[config.mk]
export PLATFORM = sky130hd
export DESIGN_NAME = rx_ring_engine
export DESIGN_NICKNAME = d
export VERILOG_FILES = /design/src/rtl/rx_ring_pkg.sv /design/src/rtl/rx_ring_desc_file.sv /design/src/rtl/rx_ring_events.sv /design/src/rtl/rx_ring_fsm.sv /design/src/rtl/rx_ring_engine.sv
export SDC_FILE = /design/constraint.sdc
export NUM_CORES = 1
export LEC_CHECK = 0
export ABC_AREA = 1
export BUFFER_PORTS_ARGS = -buffer_cell sky130_fd_sc_hd__clkbuf_2
export CAP_MARGIN = 20
export CORE_MARGIN = 1
export CORE_UTILIZATION = 53
export DETAILED_ROUTE_END_ITERATION = 8
export HOLD_SLACK_MARGIN = 0.03
export PLACE_DENSITY = 0.84
export RECOVER_POWER = 25
export SETUP_SLACK_MARGIN = 0.02
export SYNTH_ARGS = -nofsm -noshare
export SYNTH_HDL_FRONTEND = slang
export SYNTH_SLANG_ARGS = --single-unit
[constraint.sdc]
create_clock -name clk -period 3 [get_ports clk]
set_input_delay 0.15 -clock clk [delete_from_list [all_inputs] [get_ports clk]]
set_output_delay 0.15 -clock clk [all_outputs]
set_load 0.05 [all_outputs]
[src/rtl/rx_ring_pkg.sv]
package rx_ring_pkg;
  localparam int ST_EMPTY = 15;
  localparam int ST_WRAP  = 13;
  localparam int ST_TRUNC = 1;
  localparam int ST_FERR  = 0;

  typedef enum logic [1:0] {
    S_IDLE = 2'd0,
    S_RECV = 2'd1,
    S_WB   = 2'd2,
    S_DROP = 2'd3
  } rx_state_e;
endpackage

[src/rtl/rx_ring_desc_file.sv]
module rx_ring_desc_file
  import rx_ring_pkg::*;
#(
  parameter int NDESC  = 4,
  parameter int ADDR_W = 16,
  parameter int LEN_W  = 12,
  parameter int IDX_W  = 2
) (
  input  logic              clk,
  input  logic              rst_n,
  input  logic              sw_we,
  input  logic [IDX_W-1:0]  sw_widx,
  input  logic [15:0]       sw_wstatus,
  input  logic [LEN_W-1:0]  sw_wlen,
  input  logic [ADDR_W-1:0] sw_wptr,
  input  logic [IDX_W-1:0]  sw_ridx,
  output logic [15:0]       sw_rstatus,
  output logic [LEN_W-1:0]  sw_rlen,
  input  logic              eng_we,
  input  logic [IDX_W-1:0]  eng_idx,
  input  logic [15:0]       eng_status,
  input  logic [LEN_W-1:0]  eng_len,
  output logic [15:0]       cur_status,
  output logic [ADDR_W-1:0] cur_ptr
);
  logic [15:0]       st_q  [NDESC];
  logic [15:0]       st_d  [NDESC];
  logic [LEN_W-1:0]  len_q [NDESC];
  logic [LEN_W-1:0]  len_d [NDESC];
  logic [ADDR_W-1:0] ptr_q [NDESC];
  logic [ADDR_W-1:0] ptr_d [NDESC];

  always_comb begin
    for (int i = 0; i < NDESC; i++) begin
      st_d[i]  = st_q[i];
      len_d[i] = len_q[i];
      ptr_d[i] = ptr_q[i];
      if (sw_we && (sw_widx == IDX_W'(i))) begin
        st_d[i]  = sw_wstatus;
        len_d[i] = sw_wlen;
        ptr_d[i] = sw_wptr;
      end
      if (eng_we && (eng_idx == IDX_W'(i))) begin
        st_d[i]  = eng_status;
        len_d[i] = eng_len;
      end
    end
  end

  always_ff @(posedge clk or negedge rst_n) begin
    if (!rst_n) begin
      for (int i = 0; i < NDESC; i++) begin
        st_q[i]  <= '0;
        len_q[i] <= '0;
        ptr_q[i] <= '0;
      end
    end else begin
      for (int i = 0; i < NDESC; i++) begin
        st_q[i]  <= st_d[i];
        len_q[i] <= len_d[i];
        ptr_q[i] <= ptr_d[i];
      end
    end
  end

  assign sw_rstatus = st_q[sw_ridx];
  assign sw_rlen    = len_q[sw_ridx];
  assign cur_status = st_q[eng_idx];
  assign cur_ptr    = ptr_q[eng_idx];


  release_clears_empty_chk: assert property (@(posedge clk) disable iff (!rst_n)
    eng_we |=> !st_q[$past(eng_idx)][ST_EMPTY]);
endmodule

[src/rtl/rx_ring_events.sv]
module rx_ring_events (
  input  logic clk,
  input  logic rst_n,
  input  logic busy_hit,
  input  logic ev_clr,
  input  logic halt_clr,
  output logic ev_busy,
  output logic halted
);
  logic busy_q, busy_d;
  logic halt_q, halt_d;

  always_comb begin
    busy_d = busy_q;
    halt_d = halt_q;
    if (ev_clr)   busy_d = 1'b0;
    if (halt_clr) halt_d = 1'b0;
    if (busy_hit) begin
      busy_d = 1'b1;
      halt_d = 1'b1;
    end
  end

  always_ff @(posedge clk or negedge rst_n) begin
    if (!rst_n) begin
      busy_q <= 1'b0;
      halt_q <= 1'b0;
    end else begin
      busy_q <= busy_d;
      halt_q <= halt_d;
    end
  end

  assign ev_busy = busy_q;
  assign halted  = halt_q;


  busy_sets_halt_chk: assert property (@(posedge clk) disable iff (!rst_n)
    $rose(busy_q) |-> halt_q);


  halt_only_by_clear_chk: assert property (@(posedge clk) disable iff (!rst_n)
    $fell(halt_q) |-> $past(halt_clr));
endmodule

[src/rtl/rx_ring_fsm.sv]
module rx_ring_fsm
  import rx_ring_pkg::*;
#(
  parameter int NDESC   = 4,
  parameter int ADDR_W  = 16,
  parameter int LEN_W   = 12,
  parameter int IDX_W   = 2,
  parameter int MAX_LEN = 64
) (
  input  logic              clk,
  input  logic              rst_n,
  input  logic              rx_valid,
  input  logic              rx_sof,
  input  logic              rx_eof,
  input  logic [7:0]        rx_data,
  input  logic              rx_err,
  input  logic              halted_i,
  input  logic [15:0]       cur_status,
  input  logic [ADDR_W-1:0] cur_ptr,
  output logic [IDX_W-1:0]  idx,
  output logic              eng_we,
  output logic [15:0]       eng_status,
  output logic [LEN_W-1:0]  eng_len,
  output logic              busy_hit,
  output logic              buf_we,
  output logic [ADDR_W-1:0] buf_addr,
  output logic [7:0]        buf_wdata,
  output logic              frame_done
);
  rx_state_e         state_q, state_d;
  logic [LEN_W-1:0]  cnt_q, cnt_d, st_cnt;
  logic [ADDR_W-1:0] base_q, base_d, st_base;
  logic              trunc_q, trunc_d, err_q, err_d;
  logic [IDX_W-1:0]  idx_q, idx_d;
  logic              byte_in, take;
  logic              we_q, done_q;
  logic [ADDR_W-1:0] addr_q;
  logic [7:0]        data_q;

  assign st_cnt  = (state_q == S_IDLE) ? '0 : cnt_q;
  assign st_base = (state_q == S_IDLE) ? cur_ptr : base_q;

  always_comb begin
    state_d  = state_q;
    cnt_d    = cnt_q;
    base_d   = base_q;
    trunc_d  = trunc_q;
    err_d    = err_q;
    idx_d    = idx_q;
    byte_in  = 1'b0;
    take     = 1'b0;
    busy_hit = 1'b0;
    eng_we   = 1'b0;
    unique case (state_q)
      S_IDLE: if (rx_valid && rx_sof) begin
        if (halted_i) begin
          state_d = rx_eof ? S_IDLE : S_DROP;
        end else if (!cur_status[ST_EMPTY]) begin
          busy_hit = 1'b1;
          state_d  = rx_eof ? S_IDLE : S_DROP;
        end else begin
          byte_in = 1'b1;
          base_d  = cur_ptr;
          trunc_d = 1'b0;
          err_d   = rx_err;
          state_d = rx_eof ? S_WB : S_RECV;
        end
      end
      S_RECV: if (rx_valid) begin
        byte_in = 1'b1;
        err_d   = err_q | rx_err;
        if (rx_eof) state_d = S_WB;
      end
      S_WB: begin
        eng_we  = 1'b1;
        state_d = S_IDLE;
        if (cur_status[ST_WRAP] || (idx_q == IDX_W'(NDESC - 1))) idx_d = '0;
        else idx_d = idx_q + 1'b1;
      end
      S_DROP: if (rx_valid && rx_eof) state_d = S_IDLE;
      default: state_d = S_IDLE;
    endcase
    if (byte_in) begin
      if (st_cnt < LEN_W'(MAX_LEN)) begin
        take  = 1'b1;
        cnt_d = st_cnt + 1'b1;
      end else begin
        trunc_d = 1'b1;
        cnt_d   = st_cnt;
      end
    end
  end

  always_ff @(posedge clk or negedge rst_n) begin
    if (!rst_n) begin
      state_q <= S_IDLE;
      cnt_q   <= '0;
      base_q  <= '0;
      trunc_q <= 1'b0;
      err_q   <= 1'b0;
      idx_q   <= '0;
      we_q    <= 1'b0;
      done_q  <= 1'b0;
      addr_q  <= '0;
      data_q  <= '0;
    end else begin
      state_q <= state_d;
      cnt_q   <= cnt_d;
      base_q  <= base_d;
      trunc_q <= trunc_d;
      err_q   <= err_d;
      idx_q   <= idx_d;
      we_q    <= take;
      done_q  <= eng_we;
      if (take) begin
        addr_q <= st_base + ADDR_W'(st_cnt);
        data_q <= rx_data;
      end
    end
  end

  always_comb begin
    eng_status = '0;
    eng_status[ST_WRAP]  = cur_status[ST_WRAP];
    eng_status[ST_TRUNC] = trunc_q;
    eng_status[ST_FERR]  = err_q;
  end

  assign eng_len    = cnt_q;
  assign idx        = idx_q;
  assign buf_we     = we_q;
  assign buf_addr   = addr_q;
  assign buf_wdata  = data_q;
  assign frame_done = done_q;


  store_in_buffer_chk: assert property (@(posedge clk) disable iff (!rst_n)
    we_q |-> (ADDR_W'(addr_q - base_q) < ADDR_W'(MAX_LEN)));


  halt_no_store_chk: assert property (@(posedge clk) disable iff (!rst_n)
    (state_q == S_IDLE && halted_i) |=> !we_q);


  status_after_data_chk: assert property (@(posedge clk) disable iff (!rst_n)
    eng_we |=> !we_q);

  // input rule: no byte during descriptor write-back
  gap_after_frame_chk: assert property (@(posedge clk) disable iff (!rst_n)
    (state_q == S_WB) |-> !rx_valid);
endmodule

[src/rtl/rx_ring_engine.sv]
module rx_ring_engine
  import rx_ring_pkg::*;
#(
  parameter int NDESC   = 4,
  parameter int ADDR_W  = 16,
  parameter int LEN_W   = 12,
  parameter int MAX_LEN = 64,
  localparam int IDX_W  = (NDESC > 1) ? $clog2(NDESC) : 1
) (
  input  logic              clk,
  input  logic              rst_n,
  input  logic              rx_valid,
  input  logic              rx_sof,
  input  logic              rx_eof,
  input  logic [7:0]        rx_data,
  input  logic              rx_err,
  input  logic              sw_we,
  input  logic [IDX_W-1:0]  sw_widx,
  input  logic [15:0]       sw_wstatus,
  input  logic [LEN_W-1:0]  sw_wlen,
  input  logic [ADDR_W-1:0] sw_wptr,
  input  logic [IDX_W-1:0]  sw_ridx,
  output logic [15:0]       sw_rstatus,
  output logic [LEN_W-1:0]  sw_rlen,
  input  logic              ev_clr,
  input  logic              halt_clr,
  output logic              ev_busy,
  output logic              rx_halted,
  output logic              buf_we,
  output logic [ADDR_W-1:0] buf_addr,
  output logic [7:0]        buf_wdata,
  output logic              frame_done
);
  logic [IDX_W-1:0]  idx;
  logic              eng_we, busy_hit, halted;
  logic [15:0]       eng_status, cur_status;
  logic [LEN_W-1:0]  eng_len;
  logic [ADDR_W-1:0] cur_ptr;

  rx_ring_desc_file #(.NDESC(NDESC), .ADDR_W(ADDR_W), .LEN_W(LEN_W), .IDX_W(IDX_W)) desc_i (
    .clk(clk), .rst_n(rst_n),
    .sw_we(sw_we), .sw_widx(sw_widx), .sw_wstatus(sw_wstatus), .sw_wlen(sw_wlen),
    .sw_wptr(sw_wptr), .sw_ridx(sw_ridx), .sw_rstatus(sw_rstatus), .sw_rlen(sw_rlen),
    .eng_we(eng_we), .eng_idx(idx), .eng_status(eng_status), .eng_len(eng_len),
    .cur_status(cur_status), .cur_ptr(cur_ptr)
  );

  rx_ring_fsm #(.NDESC(NDESC), .ADDR_W(ADDR_W), .LEN_W(LEN_W), .IDX_W(IDX_W),
                .MAX_LEN(MAX_LEN)) fsm_i (
    .clk(clk), .rst_n(rst_n),
    .rx_valid(rx_valid), .rx_sof(rx_sof), .rx_eof(rx_eof), .rx_data(rx_data),
    .rx_err(rx_err), .halted_i(halted), .cur_status(cur_status), .cur_ptr(cur_ptr),
    .idx(idx), .eng_we(eng_we), .eng_status(eng_status), .eng_len(eng_len),
    .busy_hit(busy_hit), .buf_we(buf_we), .buf_addr(buf_addr), .buf_wdata(buf_wdata),
    .frame_done(frame_done)
  );

  rx_ring_events ev_i (
    .clk(clk), .rst_n(rst_n), .busy_hit(busy_hit), .ev_clr(ev_clr),
    .halt_clr(halt_clr), .ev_busy(ev_busy), .halted(halted)
  );

  assign rx_halted = halted;
endmodule

**Word level (Yosys, flattened, before mapping)**

Index checks and enable logic that the tools add are counted.
Widths: inputs -> output; s select.

- Register bits: 238
- Input bits: 65
- Output and inout port bits: 56
- Word-level logic and storage cells: 141

- Add/sub/neg operators: 3
- Magnitude comparators: 3
- Equality and inequality tests: 15
- Multiplexer cells: 68
- Bitwise gates (word level): 4
- Reductions and logical operators: 24

Operators by type and width:

| cell | number |
|---|---|
| $mux 16 | 15 |
| $mux 12 | 12 |
| $bmux 16 s2 | 3 |
| $mux 1 | 25 |
| $bmux 12 s2 | 1 |
| $mux 2 | 9 |
| $add 16x12->16 | 1 |
| $reduce_bool 2->1 | 7 |
| $add 12x1->12 const B | 1 |
| $eq 2x2->1 const B | 6 |
| $lt 12x7->1 const B | 1 |
| $logic_and 1x1->1 | 10 |
| $ne 2x2->1 const B | 4 |
| $pmux 2 s4 | 1 |
| $reduce_and 4->1 | 2 |
| $eq 2x1->1 const B | 3 |
| $ge 3x3->1 const B | 2 |
| $logic_not 2->1 | 3 |
| $not 2->3 | 2 |
| $reduce_and 5->1 | 1 |
| $ne 2x1->1 const B | 2 |
| $pmux 1 s2 | 2 |
| $add 2x1->2 const B | 1 |
| $logic_or 1x1->1 | 1 |
| other kinds (2) | 2 |

**Depth between registers and ports, before layout**

Gate-level depths: netlist of run 1.

- Depth in word-level cells: 10
- Mapped depth: 23
- Gate-level depth less buffers: 19

**Hierarchy**

From an unflattened synthesis of run 1, not the netlist that was laid out.

- Cell total of the unflattened synthesis: 1860
- Area total of the unflattened synthesis: 13265.2 um2

Modules (own cells, without submodules):

| module | times used | cells an instance | area each (um2) |
|---|---|---|---|
| rx_ring_desc_file | 1 | 1360 | 9582.9 |
| rx_ring_fsm | 1 | 491 | 3606.0 |
| rx_ring_events | 1 | 9 | 76.3 |

**Worst setup path before layout of run 1**

OpenSTA, ideal clock, no wires.

- Path type: register -> register
- Start: register fsm_i.idx_q[0], in the netlist fsm_i.idx[0]
- End: register fsm_i.addr_q[10], in the netlist fsm_i.buf_addr[10]
- Library setup time: 0.118 ns
- Arrival time: 2.706 ns
- Slack: 0.176 ns
- Stages on the path, launching flop included: 22
- Buffers on the path: 4
- Clock period less this slack: 2.824 ns
- Cell sequence: dfrtp_1 > buf_6 > inv_1 > buf_4 > buf_2 > clkbuf_1 > o21ai_0 > o22ai_1 > nand2_1 > o21ai_0 > ha_1 > fa_1 > nand3_1 > nand3_1 > nand3_1 > nand2_1 > nand2_1 > nand2_1 > nand2_1 > nand2_1 > nand3_1 > nand2_1

- Longest elaborated chain between the ends: 9

Ends and longest elaborated chain:

| what | RTL line | source |
|---|---|---|
| from (decl) | rx_ring_fsm.sv:34 | `logic [IDX_W-1:0] idx_q, idx_d;` |
| from (signal assigned) | rx_ring_fsm.sv:112 | `idx_q <= idx_d;` |
| $not 2->3 (not written as such) (*) | rx_ring_desc_file.sv:68, rx_ring_desc_file.sv:69 |  |
| branches (longest 8 deep; another with $add 16x12->16) | - |  |
| to (signal assigned) | rx_ring_fsm.sv:116 | `addr_q <= st_base + ADDR_W'(st_cnt);` |
| to (decl) | rx_ring_fsm.sv:37 | `logic [ADDR_W-1:0] addr_q;` |

Mark *: on every way between the ends. The select of a mux whose other input is x is not followed.
A chain may end at the register's enable or synchronous reset.

**Final worst setup path of run 1**

- Start: register fsm_i.idx_q[1], in the netlist fsm_i.idx[1]
- End: register fsm_i.addr_q[10], in the netlist fsm_i.buf_addr[10]

The elaborated chain is that of the path after synthesis.

==> impl_metrics.env, run 1 <==
export IMPL_outcome="finished, violations left"
export IMPL_violations="max-capacitance violations, max-slew violations"
export IMPL_synth_most_common_cell="nand2_1"
export IMPL_clockBufferDepth=3
export IMPL_syn_nets=1439
export IMPL_slowest_delay_ps=420
export IMPL_diodes=0
export IMPL_min_from="rx_sof"
export IMPL_synth_yosys_seq_area_share_pct=52.6
export IMPL_htreeDepth=1
export IMPL_synth_top_cell_by_area="dfrtp_1"
export IMPL_hold_class="primary input to flop"
export IMPL_synth_edff_count=0
export IMPL_die_area_um2=21900
export IMPL_cts_tree="done"
export IMPL_switching_share_pct=42.4
export IMPL_drtAntennaViolNets=0
export IMPL_path_common_cell="nand2_1"
export IMPL_overflow=0
export IMPL_grt_max_degree=91
export IMPL_ys_flop_type="dfrtp_1"
export IMPL_endpoint_kind="flop"
export IMPL_initial_core_util_pct=54.0
export IMPL_numCtsBuffers=26
export IMPL_power_mw=13.8
export IMPL_crit_path_top_delay_cell="fa_1"
export IMPL_cap_violations=1
export IMPL_r2r_start="fsm_i.idx[1]$_DFFE_PN0P_"
export IMPL_clk_pin_slew_ps=60
export IMPL_synth_area_per_cell_um2=8.34
export IMPL_cts_sinks=238
export IMPL_crit_start="fsm_i.idx[1]$_DFFE_PN0P_"
export IMPL_ys_ff_latch=238
export IMPL_cts_root_buffer="clkbuf_16"
export IMPL_period_minus_slack_ps=2770
export IMPL_drc=0
export IMPL_rsz0062_at_grt="false"
export IMPL_routed_wl_um=31400
export IMPL_powerDensity_nw_per_um2=1010
export IMPL_cp_cell_sequence="clkinvlp_4 -> o21ai_0 -> o22ai_1 -> nand2_1 -> o21ai_0 -> ha_1 -> fa_1 -> nand3_1 -> nand3_1 -> nand3_1 -> nand2_1 -> nand2_1 -> nand2_1 -> nand2_1 -> nand2_1 -> nand3_1 -> nand2_1"
export IMPL_fin_crit_sh_pct=92.5
export IMPL_dp_slack_ps=341
export IMPL_synth_top_area_share_pct=52.6
export IMPL_synth_area_leaders="dfrtp_1 53%, nand2_1 12%, o21ai_0 10%"
export IMPL_hold_violations=0
export IMPL_criticalPathCategory="flop to flop"
export IMPL_comb_power_share_pct=41.5
export IMPL_synthesis_area_um2=11300
export IMPL_peakVddDrop_mv=0.532
export IMPL_die_w_um=148
export IMPL_skew_ps=23.0
export IMPL_drt_iter0_markers=965
export IMPL_grt_pass1_wl_um=51500
export IMPL_worstPathMaxFanout=14
export IMPL_num_vias=10596
export IMPL_finalSetupViolCount=0
export IMPL_place_congestion=0.940
export IMPL_track_usage_pct=29.3
export IMPL_num_rows=53
export IMPL_worstPathRequired_ps=3400
export IMPL_port_buffers=120
export IMPL_yosysWarnings=0
export IMPL_wl_per_cell_um=17.4
export IMPL_power_leakage_nw=6.72
export IMPL_max_freq_ghz=0.360
export IMPL_async_flop_share_pct=100
export IMPL_drive_above_1_share_pct=13.8
export IMPL_arrival_ps=3180
export IMPL_syn_inst=1357
export IMPL_io_pins=121
export IMPL_dr_pass1_iters=5
export IMPL_viasPerCell=5.85
export IMPL_grt_pass1_vias=10286
export IMPL_die_h_um=148
export IMPL_pwr_share_clk_pct=23.1
export IMPL_netSwitchingPower_mw=5.84
export IMPL_antenna_found_initial=0
export IMPL_yosysUniqueCellTypes=40
export IMPL_fin_ws_ps=225
export IMPL_fin_tns_setup_ps=0
export IMPL_netlist_top_cells_count="353 x nand2_1, 238 x dfrtp_1, 237 x o21ai_0, 114 x nor2_1, 104 x inv_1"
export IMPL_clkLatencyLatePin_ps=530
export IMPL_intPower_mw=7.93
export IMPL_final_nets=1599
export IMPL_worst_slew_margin_rel_pct=-52.0
export IMPL_post_cts_buffers=0
export IMPL_core_area_um2=21000
export IMPL_hpwl_um=19700
export IMPL_worstMarginPinSlew_ps=2280
export IMPL_finalMaxSlewViolations=90
export IMPL_pwr_share_seq_pct=35.4
export IMPL_syn_to_final_growth_pct=20.2
export IMPL_cp_start_kind="flop"
[stage by stage]
stage	instances	util, %	instance area (um^2)	hold slack, ps
final	1812	64.9	13600	92.0
after global routing	1812	64.9	13600	131
after CTS	1812	65.0	13600	64.4
after detailed placement	1707	58.1	12200	197
after global placement	1707	58.1	12200	193
after floorplan	1357	-	11300	-146
[layout make-up]
cell class / instances / area [um^2]
sequential: 238 / 5960
timing repair buffer: 208 / 1420
fill: 1713 / 7350
inverter: 111 / 420
multi-input combinational: 932 / 4600
clock buffer: 36 / 728
tap: 275 / 344
clock inverter: 12 / 135
[layout by cell type (no fill, tap or decap), types with 4 or more instances in the layout]
master,instances
nand2_1,353
dfrtp_1,238
o21ai_0,237
clkbuf_2,120
nor2_1,114
inv_1,103
o221ai_1,58
dlygate4sd3_1,57
nand3_1,46
o22ai_1,40
clkbuf_16,26
buf_4,26
a21oi_1,16
ha_1,16
clkbuf_1,9
nand2_2,8
inv_2,6
nor3_1,5
xor2_1,5
clkinv_2,5
o21ai_1,4
xnor2_1,4
clkbuf_8,4
[registers in the layout, indices dropped and copies added (netlist names)]
| signal | count |
|---|---|
| fsm_i.trunc_q | 1 |
| desc_i.ptr_q | 64 |
| fsm_i.base_q | 16 |
| fsm_i.buf_addr | 16 |
| fsm_i.buf_we | 1 |
| fsm_i.frame_done | 1 |
| fsm_i.buf_wdata | 8 |
| fsm_i.idx | 2 |
| fsm_i.state_q | 2 |
| desc_i.len_q | 48 |
| fsm_i.err_q | 1 |
| desc_i.st_q | 64 |
| ev_i.halted | 1 |
| fsm_i.eng_len | 12 |
| ev_i.ev_busy | 1 |
[metal layers]
metal  share of wire [%]  track usage, %  vias up
met5                   0               0        -
met4                 2.4            10.3        0
met3                 9.7            5.40       79
met2                  47            46.4      580
met1                  41            40.6     5052
li1                    -               -     4885
[critical path, delay by kind of cell, from the launching register on]
family | cells | cell delay, ps
DFF | 1 | 390
adders and majority gates | 2 | 650
and+or+nand+nor | 11 | 960
AOI/OAI and AO/OA | 3 | 400
buffers and inverters | 1 | 250
[power groups by stage]
stage	Combinational, mW	Clock (mW)	Sequential [mW]
after floorplan	3.65	0	5.24
after global placement	5.37	0	4.85
after detailed placement	5.52	0	4.88
after CTS	5.64	3.22	4.85
after global routing	6.27	3.35	4.98
final	5.71	3.18	4.88
[cell families (layout without fill, tap and decap cells)]
group	after synthesis	in the layout	synth area share [%]
flops	238	238	52.6
fa+ha+maj	17	17	1.95
compound gates	367	367	19.0
buf+inv	187	367	6.71
xor+xnor	9	9	0.697
simple gates	539	539	19.1
[timing repair]
item                       4_1_cts  5_1_grt
resized for setup                0        1
hold buffers                    57        0
hold endpoints to repair       274        0
setup endpoints to repair        0        1
[worst paths after layout]
| kind | end | slack (ps) | cells after the start |
|---|---|---|---|
| worst min-delay path | ev_i.ev_busy$_DFFE_PN0P_ | 90 | 5 |
| min in group asynchronous | fsm_i.buf_we$_DFF_PN0_ | 820 | 2 |
| worst max-delay path | fsm_i.buf_addr[10]$_DFFE_PN0P_ | 230 | 17 |
| worst max register to register | fsm_i.buf_addr[10]$_DFFE_PN0P_ | 230 | 17 |
| max in group asynchronous | desc_i.st_q[17]$_DFFE_PN0P_ | 670 | 3 |
| worst min register to register | desc_i.st_q[36]$_DFFE_PN0P_ | 480 | 2 |
Note: power is estimated with default switching activity, not from simulation.
==> run 2: changes to the inputs <==
--- a/config.mk
+++ b/config.mk
@@ -8,13 +8,16 @@
 export ABC_AREA = 1
 export BUFFER_PORTS_ARGS = -buffer_cell sky130_fd_sc_hd__clkbuf_2
 export CAP_MARGIN = 20
+export CORE_ASPECT_RATIO = 1.2
 export CORE_MARGIN = 1
-export CORE_UTILIZATION = 53
+export CORE_UTILIZATION = 54
 export DETAILED_ROUTE_END_ITERATION = 8
 export HOLD_SLACK_MARGIN = 0.03
+export MAX_ROUTING_LAYER = met4
 export PLACE_DENSITY = 0.84
 export RECOVER_POWER = 25
 export SETUP_SLACK_MARGIN = 0.02
 export SYNTH_ARGS = -nofsm -noshare
 export SYNTH_HDL_FRONTEND = slang
+export SYNTH_HIERARCHICAL = 1
 export SYNTH_SLANG_ARGS = --single-unit
==> run 2 against run 1 <==
The run still ends with max-capacitance violations, max-slew violations left. Final area grew 11%. Non-clock buffer count grew 9. Global-route usage grew 2.6 points. Setup slack worse by 51 ps. Register-to-register slack worse by 50 ps. Wire length up 17%. Sequential cell count did not move. First-iteration DRC count increased by 22%. Via count grew 20%. Maximum frequency fell by 1.8%. Clock-buffer cell count is 1 lower.
==> impl_metrics.env, run 2 <==
export IMPL_outcome="finished, violations left"
export IMPL_violations="max-capacitance violations, max-slew violations"
export IMPL_drt_iter0_markers=1181
export IMPL_ff2ff_setup_slack_ps=170
export IMPL_numCtsBuffers=25
export IMPL_wl_per_cell_um=16.3
export IMPL_hold_violations=0
export IMPL_holdPathStages=3
export IMPL_pwr_share_clk_pct=22.9
export IMPL_comb_power_share_pct=41.1
export IMPL_overflow=0
export IMPL_io_pins=121
export IMPL_port_buffers=120
export IMPL_cp_start_kind="flop"
export IMPL_initial_core_util_pct=55.5
export IMPL_r2r_start="fsm_i/idx[1]$_DFFE_PN0P_"
export IMPL_num_rows=61
export IMPL_cap_violations=1
export IMPL_regToRegEndpoint="fsm_i/buf_addr[14]$_DFFE_PN0P_"
export IMPL_finalMaxSlewViolations=62
export IMPL_viasPerCell=5.63
export IMPL_rsz0062_at_grt="false"
export IMPL_clockBufferDepth=3
export IMPL_period_minus_slack_ps=2830
export IMPL_num_vias=12684
export IMPL_ff2ff_path_depth=19
export IMPL_slowest_delay_ps=460
export IMPL_final_nets=2000
export IMPL_fin_cells=2254
export IMPL_hold_class="primary input to flop"
export IMPL_post_cts_buffers=0
export IMPL_pwr_share_seq_pct=36.0
export IMPL_arrival_ps=3230
export IMPL_switching_share_pct=43.2
export IMPL_synth_area_per_cell_um2=7.25
export IMPL_fin_crit_sh_pct=94.2
export IMPL_fin_tns_setup_ps=0
export IMPL_cts_tree="done"
export IMPL_track_usage_pct=31.9
export IMPL_clk_pin_slew_ps=60
export IMPL_die_area_um2=24600
export IMPL_worstPathMaxFanout=6
export IMPL_cp_cell_sequence="buf_4 -> nor2_8 -> buf_4 -> nand2_1 -> nand4_1 -> nand2_1 -> o21ai_0 -> inv_1 -> fa_1 -> inv_1 -> a21oi_1 -> o21ai_2 -> nand2_1 -> nand2_2 -> nand3_1 -> nand2_1 -> nand2_1 -> nand3_1 -> nand2_1"
export IMPL_crit_path_top_delay_cell="dfrtp_2"
export IMPL_peakVddDrop_mv=0.748
export IMPL_routed_wl_um=36700
export IMPL_grt_max_degree=101
export IMPL_netSwitchingPower_mw=6.00
export IMPL_cts_sinks=238
export IMPL_dr_pass1_iters=6
export IMPL_htreeDepth=1
export IMPL_hpwl_um=22700
export IMPL_final_cell_mix="692 x nand2_1, 236 x dfrtp_1, 232 x nand3_1, 141 x o21ai_0, 138 x inv_1"
export IMPL_finalSetupViolCount=0
export IMPL_fin_ws_ps=174
export IMPL_worstMarginPinSlew_ps=1660
export IMPL_min_from="rx_valid"
export IMPL_fillers=2025
export IMPL_worstPathRequired_ps=3400
export IMPL_power_leakage_nw=7.94
export IMPL_diodes=0
export IMPL_drive_above_1_share_pct=12.1
export IMPL_syn_to_final_growth_pct=16.5
export IMPL_synthesis_area_um2=13000
export IMPL_placed_cells=2151
export IMPL_timing_hold_ws_ps=59.8
export IMPL_drc=0
export IMPL_grt_pass1_vias=12332
export IMPL_cts_root_buffer="clkbuf_16"
export IMPL_grt_pass1_wl_um=60200
export IMPL_path_common_cell="nand2_1"
export IMPL_drtAntennaViolNets=0
export IMPL_max_freq_ghz=0.354
export IMPL_dp_slack_ps=79.9
export IMPL_syn_inst=1787
export IMPL_holdPathEnd="fsm_i/err_q$_DFFE_PN0P_"
export IMPL_powerDensity_nw_per_um2=920
export IMPL_clkLatencyLatePin_ps=520
export IMPL_reg_top3="desc_i/ptr_q: 64 flops, desc_i/st_q: 64 flops, desc_i/len_q: 48 flops"
export IMPL_intPower_mw=7.89
export IMPL_worst_slew_margin_rel_pct=-10.9
export IMPL_endpoint_kind="flop"
export IMPL_yosysWarnings=6
export IMPL_die_h_um=172
export IMPL_core_area_um2=23400
export IMPL_place_congestion=0.924
export IMPL_mostFrequentLayoutCell="nand2_1"
export IMPL_antenna_found_initial=0
export IMPL_skew_ps=14.6
export IMPL_die_w_um=143
export IMPL_criticalPathCategory="flop to flop"
[run 2: metal layers]
metal	global-route usage, %	up-vias	share of wire [%]
li1	-	5925	-
met1	38.3	5935	38
met2	54.1	719	49
met3	4.40	105	9.5
met4	12.3	0	3.3
met5	-	-	0
[run 2: worst max path at each step]
stage	cells after the start	to	start	slack (ps)
global placement	19	fsm_i/buf_addr[14]$_DFFE_PN0P_	fsm_i/idx[1]$_DFFE_PN0P_	120
detailed placement	19	fsm_i/buf_addr[14]$_DFFE_PN0P_	fsm_i/idx[1]$_DFFE_PN0P_	80
floorplan	20	fsm_i/buf_addr[14]$_DFFE_PN0P_	fsm_i/idx[0]$_DFFE_PN0P_	170
CTS	19	fsm_i/buf_addr[14]$_DFFE_PN0P_	fsm_i/idx[1]$_DFFE_PN0P_	70
finish	19	fsm_i/buf_addr[14]$_DFFE_PN0P_	fsm_i/idx[1]$_DFFE_PN0P_	170
global route	19	fsm_i/buf_addr[14]$_DFFE_PN0P_	fsm_i/idx[1]$_DFFE_PN0P_	20
[run 2: power by group through the flow]
stage                     Sequential (mW)  Combinational, mW  Clock [mW]
final                                5.00               5.71        3.17
after detailed placement             5.01               5.50           0
after CTS                            4.98               5.61        3.21
after global placement               4.97               5.36           0
after floorplan                      5.37               3.69           0
after global routing                 5.12               6.27        3.34
[run 2: cell type report]
class,count,area (um^2),share of cell area (%)
Timing Repair Buffer,217,1520,10.1
Inverter,147,552,3.66
Clock inverter,10,113,0.746
Clock buffer,35,733,4.86
Sequential cell,238,5960,39.5
Multi-Input combinational cell,1292,5820,38.6
Tap cell,315,394,2.61
[run 2: repair_timing]
item / CTS / global route
endpoints found under the hold margin: 229 / 0
gates resized for setup: 0 / 11
hold buffers: 58 / 0
endpoints found under the setup margin: 0 / 15
[run 2: critical path: cells and delay by family (launching register included)]
kind,cells,cell delay [ps]
AO/OA/AOI/OAI,3,370
adder cells (fa/ha/maj),1,430
flip-flops,1,460
buffers and inverters,4,490
AND/OR/NAND/NOR,11,960
[run 2: stage by stage]
step,area [um^2],util [%],power (mW)
2_1_floorplan,13000,-,9.06
3_3_place_gp,13700,58.5,10.3
3_5_place_dp,13700,58.5,10.5
4_1_cts,15100,64.6,13.8
5_1_grt,15100,64.6,14.7
6_report,15100,64.6,13.9
